===== src/rtl/osd_cmd_pkg.sv =====
package osd_cmd_pkg;
  localparam int BYTE_W = 8;
  localparam int ROW_W  = 4;
  localparam int COL_W  = 5;

  typedef enum logic [2:0] {
    PS_IDLE,
    PS_ADDR,
    PS_ROW,
    PS_COL,
    PS_DATA,
    PS_STREAM
  } parseState_t;

  typedef struct packed {
    logic loadRow;
    logic loadCol;
    logic emit;
    logic advance;
    logic readOut;
  } ctlStrobes_t;
endpackage


===== src/rtl/osd_cmd_ctrl.sv =====
module osd_cmd_ctrl
  import osd_cmd_pkg::*;
#(
  parameter logic [BYTE_W-1:0] WR_ADDR = 8'h7A,
  parameter logic [BYTE_W-1:0] RD_ADDR = 8'h7B,
  parameter int ROW_TAG_BIT    = 7,
  parameter int STREAM_TAG_BIT = 6
) (
  input  logic              clk,
  input  logic              rstN,
  input  logic              byteValid,
  input  logic [BYTE_W-1:0] byteData,
  input  logic              startSeen,
  input  logic              stopSeen,
  output ctlStrobes_t       ctl
);
  parseState_t state, stateNext;
  logic isRow;

  assign isRow = byteData[ROW_TAG_BIT];

  always_comb begin
    ctl       = '0;
    stateNext = state;
    if (startSeen) begin
      stateNext = PS_ADDR;
    end else if (stopSeen) begin
      stateNext = PS_IDLE;
    end else if (byteValid) begin
      case (state)
        PS_ADDR: begin
          if (byteData == WR_ADDR) begin
            stateNext = PS_ROW;
          end else if (byteData == RD_ADDR) begin
            ctl.readOut = 1'b1;
            stateNext   = PS_IDLE;
          end else begin
            stateNext = PS_IDLE;
          end
        end
        PS_ROW: begin
          if (isRow) begin
            ctl.loadRow = 1'b1;
            stateNext   = PS_COL;
          end
        end
        PS_COL: begin
          if (isRow) begin
            ctl.loadRow = 1'b1;
          end else begin
            ctl.loadCol = 1'b1;
            stateNext   = byteData[STREAM_TAG_BIT] ? PS_STREAM : PS_DATA;
          end
        end
        PS_DATA: begin
          ctl.emit  = 1'b1;
          stateNext = PS_COL;
        end
        PS_STREAM: begin
          ctl.emit    = 1'b1;
          ctl.advance = 1'b1;
        end
        default: stateNext = PS_IDLE;
      endcase
    end
  end

  always_ff @(posedge clk) begin
    if (!rstN) state <= PS_IDLE;
    else       state <= stateNext;
  end

  AST_STREAM_STICKY: assert property (@(posedge clk) disable iff (!rstN)
    (state == PS_STREAM && !startSeen && !stopSeen) |=> state == PS_STREAM);
  AST_START_TO_ADDR: assert property (@(posedge clk) disable iff (!rstN)
    startSeen |=> state == PS_ADDR);
  AST_STOP_TO_IDLE: assert property (@(posedge clk) disable iff (!rstN)
    (stopSeen && !startSeen) |=> state == PS_IDLE);
  AST_ONE_ACTION: assert property (@(posedge clk) disable iff (!rstN)
    $countones({ctl.loadRow, ctl.loadCol, ctl.emit, ctl.readOut}) <= 1);
endmodule


===== src/rtl/osd_cmd_dpath.sv =====
module osd_cmd_dpath
  import osd_cmd_pkg::*;
#(
  parameter int COLS_MAIN = 30,
  parameter int CTRL_ROW  = 15,
  parameter int FLAG_COL  = 23,
  parameter int RSV_COL_A = 24,
  parameter int RSV_COL_B = 31,
  parameter int FLAG_BIT  = 1,
  parameter int SPACE_BIT = 5,
  parameter int PAGE_BIT  = 5
) (
  input  logic              clk,
  input  logic              rstN,
  input  logic [BYTE_W-1:0] byteData,
  input  ctlStrobes_t       ctl,
  output logic              wrValid,
  output logic              wrSpace,
  output logic [ROW_W-1:0]  wrRow,
  output logic [COL_W-1:0]  wrCol,
  output logic              wrPage,
  output logic [BYTE_W-1:0] wrData,
  output logic              rdValid,
  output logic [BYTE_W-1:0] rdData
);
  localparam logic [ROW_W-1:0] CTRL_ROW_V = ROW_W'(CTRL_ROW);
  localparam logic [COL_W-1:0] COL_LAST   = {COL_W{1'b1}};
  localparam logic [COL_W-1:0] COL_WRAP   = COL_W'(COLS_MAIN - 1);
  localparam logic [COL_W-1:0] FLAG_COL_V = COL_W'(FLAG_COL);
  localparam logic [COL_W-1:0] RSV_A_V    = COL_W'(RSV_COL_A);
  localparam logic [COL_W-1:0] RSV_B_V    = COL_W'(RSV_COL_B);

  logic             spaceQ, pageQ, flagQ;
  logic [ROW_W-1:0] rowQ, rowNext;
  logic [COL_W-1:0] colQ, colNext;
  logic             inCtrlRow, reservedHit, flagHit;
  logic [BYTE_W-1:0] statusByte;

  assign inCtrlRow   = spaceQ && (rowQ == CTRL_ROW_V);
  assign reservedHit = inCtrlRow && (colQ == RSV_A_V || colQ == RSV_B_V);
  assign flagHit     = inCtrlRow && (colQ == FLAG_COL_V);

  always_comb begin
    statusByte           = '0;
    statusByte[FLAG_BIT] = flagQ;
  end

  // Streaming address step: wrap inside the text rows, saturate in the control row
  always_comb begin
    rowNext = rowQ;
    colNext = colQ;
    if (rowQ == CTRL_ROW_V) begin
      if (colQ != COL_LAST) colNext = colQ + 1'b1;
    end else if (colQ == COL_WRAP) begin
      colNext = '0;
      rowNext = rowQ + 1'b1;
    end else begin
      colNext = colQ + 1'b1;
    end
  end

  always_ff @(posedge clk) begin
    if (!rstN) begin
      spaceQ  <= 1'b0;
      pageQ   <= 1'b0;
      rowQ    <= '0;
      colQ    <= '0;
      flagQ   <= 1'b0;
      wrValid <= 1'b0;
      wrSpace <= 1'b0;
      wrRow   <= '0;
      wrCol   <= '0;
      wrPage  <= 1'b0;
      wrData  <= '0;
      rdValid <= 1'b0;
      rdData  <= '0;
    end else begin
      wrValid <= ctl.emit && !reservedHit;
      rdValid <= ctl.readOut;
      if (ctl.readOut) rdData <= statusByte;
      if (ctl.loadRow) begin
        spaceQ <= byteData[SPACE_BIT];
        rowQ   <= byteData[ROW_W-1:0];
      end
      if (ctl.loadCol) begin
        colQ  <= byteData[COL_W-1:0];
        pageQ <= !spaceQ && byteData[PAGE_BIT];
      end
      if (ctl.emit) begin
        wrSpace <= spaceQ;
        wrRow   <= rowQ;
        wrCol   <= colQ;
        wrPage  <= pageQ;
        wrData  <= byteData;
        if (flagHit) flagQ <= byteData[FLAG_BIT];
      end
      if (ctl.advance) begin
        rowQ <= rowNext;
        colQ <= colNext;
      end
    end
  end

  AST_NO_RESERVED_WRITE: assert property (@(posedge clk) disable iff (!rstN)
    (wrValid && wrSpace && wrRow == CTRL_ROW_V) |-> (wrCol != RSV_A_V && wrCol != RSV_B_V));
  AST_ATTR_PAGE_ZERO: assert property (@(posedge clk) disable iff (!rstN)
    (wrValid && wrSpace) |-> !wrPage);
  AST_CTRL_ROW_HOLD: assert property (@(posedge clk) disable iff (!rstN)
    (ctl.advance && rowQ == CTRL_ROW_V && colQ == COL_LAST) |=> (rowQ == CTRL_ROW_V && colQ == COL_LAST));
  AST_STATUS_SPARE_ZERO: assert property (@(posedge clk) disable iff (!rstN)
    rdValid |-> ($countones(rdData) <= 1));
endmodule


===== src/rtl/osd_cmd_decoder.sv =====
module osd_cmd_decoder
  import osd_cmd_pkg::*;
#(
  parameter logic [BYTE_W-1:0] WR_ADDR = 8'h7A,
  parameter logic [BYTE_W-1:0] RD_ADDR = 8'h7B,
  parameter int COLS_MAIN = 30,
  parameter int CTRL_ROW  = 15
) (
  input  logic              clk,
  input  logic              rstN,
  input  logic              byteValid,
  input  logic [7:0]        byteData,
  input  logic              startSeen,
  input  logic              stopSeen,
  output logic              wrValid,
  output logic              wrSpace,
  output logic [3:0]        wrRow,
  output logic [4:0]        wrCol,
  output logic              wrPage,
  output logic [7:0]        wrData,
  output logic              rdValid,
  output logic [7:0]        rdData
);
  ctlStrobes_t ctl;

  osd_cmd_ctrl #(
    .WR_ADDR(WR_ADDR),
    .RD_ADDR(RD_ADDR)
  ) uCtrl (
    .clk(clk),
    .rstN(rstN),
    .byteValid(byteValid),
    .byteData(byteData),
    .startSeen(startSeen),
    .stopSeen(stopSeen),
    .ctl(ctl)
  );

  osd_cmd_dpath #(
    .COLS_MAIN(COLS_MAIN),
    .CTRL_ROW(CTRL_ROW)
  ) uDpath (
    .clk(clk),
    .rstN(rstN),
    .byteData(byteData),
    .ctl(ctl),
    .wrValid(wrValid),
    .wrSpace(wrSpace),
    .wrRow(wrRow),
    .wrCol(wrCol),
    .wrPage(wrPage),
    .wrData(wrData),
    .rdValid(rdValid),
    .rdData(rdData)
  );

  AST_WR_FOLLOWS_BYTE: assert property (@(posedge clk) disable iff (!rstN)
    wrValid |-> $past(byteValid));
  AST_RD_FOLLOWS_ADDR: assert property (@(posedge clk) disable iff (!rstN)
    rdValid |-> ($past(byteValid) && $past(byteData) == RD_ADDR));
  AST_NO_WR_AND_RD: assert property (@(posedge clk) disable iff (!rstN)
    !(wrValid && rdValid));
endmodule


===== config.mk =====
export PLATFORM = sky130hd
export DESIGN_NAME = osd_cmd_decoder
export DESIGN_NICKNAME = d
export VERILOG_FILES = /design/src/rtl/osd_cmd_pkg.sv /design/src/rtl/osd_cmd_ctrl.sv /design/src/rtl/osd_cmd_dpath.sv /design/src/rtl/osd_cmd_decoder.sv
export SDC_FILE = /design/constraint.sdc
export NUM_CORES = 1
export LEC_CHECK = 0
export CORE_MARGIN = 10
export CORE_UTILIZATION = 45
export CTS_CLUSTER_DIAMETER = 120
export CTS_CLUSTER_SIZE = 8
export DETAILED_ROUTE_END_ITERATION = 8
export GPL_ROUTABILITY_DRIVEN = 0
export PLACE_DENSITY = 0.84
export SYNTH_ARGS = -nofsm -noshare
export SYNTH_HDL_FRONTEND = slang
export SYNTH_SLANG_ARGS = --single-unit

===== constraint.sdc =====
create_clock -name clk -period 2.16 [get_ports clk]
set_clock_uncertainty 0.2 [all_clocks]
set_input_delay 0.432 -clock clk [delete_from_list [all_inputs] [get_ports clk]]
set_output_delay 0.432 -clock clk [all_outputs]
set_load 0.03 [all_outputs]

# Word-level counts from Yosys, hierarchy flattened

Index checks and enable logic that the tools add are counted.

Register bits: 37
Latch bits: 0
Bits in writable memories: 0
ROM bits: 0
Output and inout port bits: 29
Logic and storage cells: 88
Memories kept: 0

$add $sub $neg: 2
Multiply operators: 0
Divide/modulo/power cells: 0
$lt $le $gt $ge: 0
Equal/unequal tests: 21
Shift operators: 0
Muxes and demuxes: 29
Bitwise logic cells: 2
Reduce and logical (&&, ||, !) cells: 19

Operators by type and width:

| cell                                                                   | number |
|---|---|
| 5-bit two-way mux                                                      | 8 |
| 5-bit equality test (second input constant)                            | 4 |
| 8-bit by 7-bit equality test with 1-bit output (second input constant) | 2 |
| 4-bit two-way mux                                                      | 4 |
| 3-bit one-hot mux with 5 select lines                                  | 1 |
| 1-bit two-way mux                                                      | 13 |
| 4-bit != test (second input constant)                                  | 2 |
| 4-bit AND reduction                                                    | 2 |
| 3-bit by 2-bit equality test with 1-bit output (second input constant) | 2 |
| 3-bit equality test (second input constant)                            | 2 |
| 3-bit two-way mux                                                      | 2 |
| 2-bit != test (second input constant)                                  | 3 |
| 3-bit != test (second input constant)                                  | 2 |
| 5-bit by 1-bit adder with 5-bit output (second input constant)         | 1 |
| 1-bit logical AND                                                      | 5 |
| 5-bit != test (second input constant)                                  | 1 |
| 4-bit by 1-bit adder with 4-bit output (second input constant)         | 1 |
| 4-bit equality test (second input constant)                            | 1 |
| 2-bit AND reduction                                                    | 2 |
| 2-bit nonzero test                                                     | 2 |
| 2-bit OR reduction                                                     | 2 |
| 3-bit by 1-bit equality test with 1-bit output (second input constant) | 1 |
| 3-bit AND reduction                                                    | 1 |
| 3-bit nonzero test                                                     | 1 |
| 6 further kinds                                                        | 8 |

# Logic depth before layout (Yosys ltp)

Word-level depth: 9
Mapped depth: 8

# Modules after synthesis

Synthesis repeated with hierarchy kept, for this count alone.

Cells, all modules: 201
Area total of the unflattened synthesis: 1890.6 µm²

By module, submodules not included:

| module        | times used | cells an instance | area an instance (µm²) | sequential area each (µm²) |
|---|---|---|---|---|
| osd_cmd_dpath | 1          | 166               | 1634.1                 | 680.7 |
| osd_cmd_ctrl  | 1          | 35                | 256.5                  | 60.1 |

# Least setup slack after synthesis

OpenSTA, ideal clock, no wires.

Kind: flip-flop to flip-flop
Start: register uDpath.colQ[0]
End: register uDpath.colQ[1]
Library setup time: 0.119 ns
Arrival: 1.881 ns
Required time: 1.841 ns
Path slack: -0.039 ns
Stages on the path, launching flop included: 9
Clock period less this slack: 2.199 ns
Cell sequence: dfxtp_1 -> ha_1 -> and3_1 -> ha_1 -> nand4_1 -> and3_1 -> clkbuf_1 -> or2_2 -> o221a_2

Word-level cells in the longest chain between the ends: 4
Elaborated cells on any way between the ends: 9
Those cells by class: add/sub: 1; eq/ne: 3; mux: 4; reduce/logical: 1

Ends and longest elaborated chain:

| item                                                                                 | RTL line                                                      | text |
|---|---|---|
| start: declaration                                                                   | osd_cmd_dpath.sv:35                                           | `logic [COL_W-1:0] colQ, colNext;` |
| start signal: assignment                                                             | osd_cmd_dpath.sv:86                                           | `colQ <= byteData[COL_W-1:0];` |
| start signal: assignment                                                             | osd_cmd_dpath.sv:99                                           | `colQ <= colNext;` |
| 5-bit by 1-bit adder with 5-bit output / 5-bit equality test (equally long branches) | osd_cmd_dpath.sv:53, osd_cmd_dpath.sv:58, osd_cmd_dpath.sv:54 |  |
| 5-bit two-way mux, on equally long branches                                          | osd_cmd_dpath.sv:54, osd_cmd_dpath.sv:53                      |  |
| 5-bit two-way mux                                                                    | osd_cmd_dpath.sv:52                                           | `if (rowQ == CTRL_ROW_V) begin` |
| 5-bit two-way mux                                                                    | osd_cmd_dpath.sv:97                                           | `if (ctl.advance) begin` |

Parallel ways exist; a longest one is shown, timed or not. The select of a mux whose other input is x is not followed.
A chain may end at the register's enable or synchronous reset.

# Final worst setup path

Start: input byteValid
End: register uDpath.rowQ[0]

Word-level cells in the longest chain between the ends: 5
Elaborated cells on any way between the ends: 8
Those cells by class: eq/ne: 2; mux: 4; reduce/logical: 2

Ends and longest elaborated chain:

| item                                                   | RTL line              | text |
|---|---|---|
| start: declaration                                     | osd_cmd_decoder.sv:11 | `input logic byteValid,` |
| 5-bit two-way mux (*)                                  | osd_cmd_ctrl.sv:29    | `end else if (byteValid) begin` |
| 5-bit two-way mux (*)                                  | osd_cmd_ctrl.sv:27    | `end else if (stopSeen) begin` |
| 5-bit two-way mux (*)                                  | osd_cmd_ctrl.sv:25    | `if (startSeen) begin` |
| 2-bit != test (no source line) (tied with other cells) | -                     |  |
| 3-bit AND reduction (no source line)                   | -                     |  |
| end signal: assignment                                 | osd_cmd_dpath.sv:83   | `rowQ <= byteData[ROW_W-1:0];` |
| end signal: assignment                                 | osd_cmd_dpath.sv:98   | `rowQ <= rowNext;` |
| end: declaration                                       | osd_cmd_dpath.sv:34   | `logic [ROW_W-1:0] rowQ, rowNext;` |

Every way passes the cells marked *; elsewhere a longest branch is shown, timed or not.

==> flow_summary.json <==
{
  "p_leak_nw": 1.01,
  "share_seq_of_total_power_pct": 44.0,
  "power_frac_clock_pct": 48.1,
  "tns_ns": 0,
  "hpwl_mm": 4.08,
  "hold_class": "reg2reg",
  "core-area_sq_um": 4000,
  "grt_first_pass_wirelength_mm": 9.47,
  "post-route-util_pct": 67.2,
  "maxCapViolCount": 0,
  "sw_frac_of_total_pct": 22.7,
  "drive_gt1_share_pct": 22.3,
  "seq_area_frac_synth_pct": 40.0,
  "synth_cell_types": 50,
  "drv_slew": 0,
  "grt_start_max_net_pins": 29,
  "cts_max_path_buffers": 2,
  "startpoint_type": "primary input",
  "first_iter_violations": 210,
  "antenna_cells": 0,
  "comb_power_share_pct": 7.9,
  "period_share_pct": 98.3,
  "ys_warn_count": 0,
  "syn-mean-instance-area_sq_um": 8.16,
  "clock_latency_ns": 0.31,
  "die_w_um": 84.2,
  "cp.required_ns": 2.16,
  "drc_errors": 0,
  "power_switching_w": 0.000354,
  "p_per_area_nw_per_um2": 580,
  "io_pins": 42,
  "max_freq_mhz": 471,
  "grt_setup_unrepaired": "false",
  "dpl-instance-area_sq_um": 2490,
  "async_reset_ff_share_pct": 0,
  "cts_tree": "built",
  "viasPerCell": 5.58,
  "dr.pass1.iters": 4,
  "chipHeight_um": 84.2,
  "cts_sinks": 37,
  "seq_area_sq_um": 743,
  "synth_edf_count": 0,
  "hold_viol": 0,
  "drt.antenna.violating_nets": 0,
  "hold_path_startpoint": "uDpath.wrData[5]",
  "outcome": "finished, final reports clean",
  "crit_arrival_ns": 2.12,
  "ir_drop_uv": 235,
  "ys_ff_latch": 37,
  "syn_to_final_growth_pct": 45.2,
  "multi_input_area_sq_um": 1050,
  "dp_cells": 336,
  "clk_pin_slew_ns": 0.08,
  "dieArea_sq_um": 7080,
  "synth_area_sq_um": 1850,
  "cts_hold_buffers": 0,
  "overflow": 0,
  "portBuffers": 34,
  "p_int_w": 0.00121,
  "h-tree-depth": 2,
  "min_period_ns": 2.12,
  "grt_pass1_vias": 1925,
  "antenna_found_initial": 0,
  "cts_root_buffer": "clkbuf_8",
  "final_cells": 346,
  "hold_path_depth": 2,
  "syn_inst": 227,
  "synth_ff_type": "dfxtp_1",
  "fin_area_sq_um": 2690,
  "cp-end-kind": "flop",
  "reg2reg_depth": 7,
  "worst-path-max-fanout": 5,
  "cp-startpoint": "byteValid",
  "setup_viol": 0,
  "fillers": 319,
  "whs_ns": 0.258,
  "vias": 1932,
  "wl_per_cell_um": 16.6,
  "nets": 313,
  "num_rows": 23,
  "grt_usage_pct": 16.1,
  "rr_startpoint": "uDpath.colQ[1]",
  "wirelength_mm": 5.74,
  "start_util_pct": 46.3,
  "path_class": "in2reg",
  "numCtsBuffers": 5
}
-- timing repair --
item,in CTS,in global routing
setup endpoints to repair,3,7
pin swaps,0,4
gates resized for setup,2,12
buffers inserted,2,0
-- layout by cell type, fill, tap and decap left out, drive strengths merged, types with 3 or more instances in the layout --
cell	instances
dfxtp	37
o21ai	5
ha	5
nor2b	4
a2bb2oi	4
clkbuf	5
mux2i	3
nor2	7
a21oi	27
inv	10
buf	38
conb	7
nand3	6
nand2	49
and3	4
clkdlybuf4s50	34
nand2b	3
nor3	5
a221oi	3
nand4	6
-- per-layer routing --
layer	vias to the layer above	routed length, um	global-route usage (%)
met5	-	0	0
met4	0	81	7.31
met3	9	516	5.31
met2	85	2780	25.2
met1	907	2370	19.6
li1	931	-	-
-- Yosys cell counts, types with 2 or more instances --
master     instances  area (sq um)
a311oi_1           2          17.5
a21oi_1           27           135
o21ai_0            5          25.0
nor2_1             6          22.5
mux2i_1            3          30.0
buf_4              7          52.6
clkbuf_1           8          30.0
a221oi_1           2          17.5
nand3b_1           2          15.0
o221a_2            2          22.5
inv_1              9          33.8
nor2b_1            4          25.0
ha_1               5          62.6
a211oi_1           2          15.0
a2bb2oi_1          4          35.0
nand3_1            6          30.0
a21boi_0           2          15.0
nor3_1             5          25.0
dfxtp_1           37           741
o221ai_1           2          17.5
and3_1             4          25.0
nand4_1            5          31.3
nand2b_1           3          18.8
nand2_1           49           184
-- power by group through the flow --
stage / registers [W] / logic, W / clock network, W
5_1_grt: 0.000687 / 0.000131 / 0.000783
3_5_place_dp: 0.000702 / 0.000114 / 0
6_report: 0.000686 / 0.000124 / 0.000750
2_1_floorplan: 0.000701 / 0.0000578 / 0
3_3_place_gp: 0.000702 / 0.000113 / 0
4_1_cts: 0.000686 / 0.000118 / 0.000756
-- flip-flops by register name, summed over array words and instances, names as in the netlist --
register and count:
uDpath.wrRow 4, uDpath.rowQ 4, uDpath.colQ 5, uDpath.wrSpace 1, uCtrl.state 3, uDpath.wrData 8
uDpath.rdData 1, uDpath.spaceQ 1, uDpath.wrValid 1, uDpath.flagQ 1, uDpath.rdValid 1, uDpath.pageQ 1
uDpath.wrPage 1, uDpath.wrCol 5
-- final timing paths --
kind,endpoint,slack (ns)
setup / recovery,uDpath.rowQ[0],0.04
hold / removal,uDpath.wrData[5],0.26
setup reg to reg,uDpath.colQ[1],0.15
hold reg to reg,uDpath.wrData[5],0.26
-- worst max-delay path, cell delays in order --
cell and delay [ns]:
clkdlybuf4s50_1 0.49, or3b_4 0.43, buf_4 0.17, o21ai_0 0.27
nand2_1 0.09, o221a_2 0.24
-- cell type report --
| class | instances | area share (%) |
|---|---|---|
| multi-input cells | 170 | 39.0 |
| clock buffers | 5 | 2.56 |
| clock inverters | 3 | 2.56 |
| well taps | 50 | 2.33 |
| inverters | 9 | 1.26 |
| repair buffers | 72 | 24.7 |
| flip-flops and latches | 37 | 27.6 |
-- stage by stage --
| step | total power, W | setup WS (ns) |
|---|---|---|
| 6_report | 0.00156 | 0.0366 |
| 5_1_grt | 0.00160 | 0.00129 |
| 4_1_cts | 0.00156 | 0.0226 |
| 3_5_place_dp | 0.000817 | -0.403 |
| 3_3_place_gp | 0.000816 | -0.365 |
| 2_1_floorplan | 0.000759 | 0.0146 |
-- logic make-up after synthesis --
| family | share of synthesized area [%] |
|---|---|
| simple gates | 27.4 |
| compound gates | 20.2 |
| flops | 40.0 |
| buf+inv | 7.16 |
| fa+ha+maj | 3.38 |
| mux | 1.62 |
| other cells | 0.203 |
No activity file was read; power rests on OpenSTA's default activity.
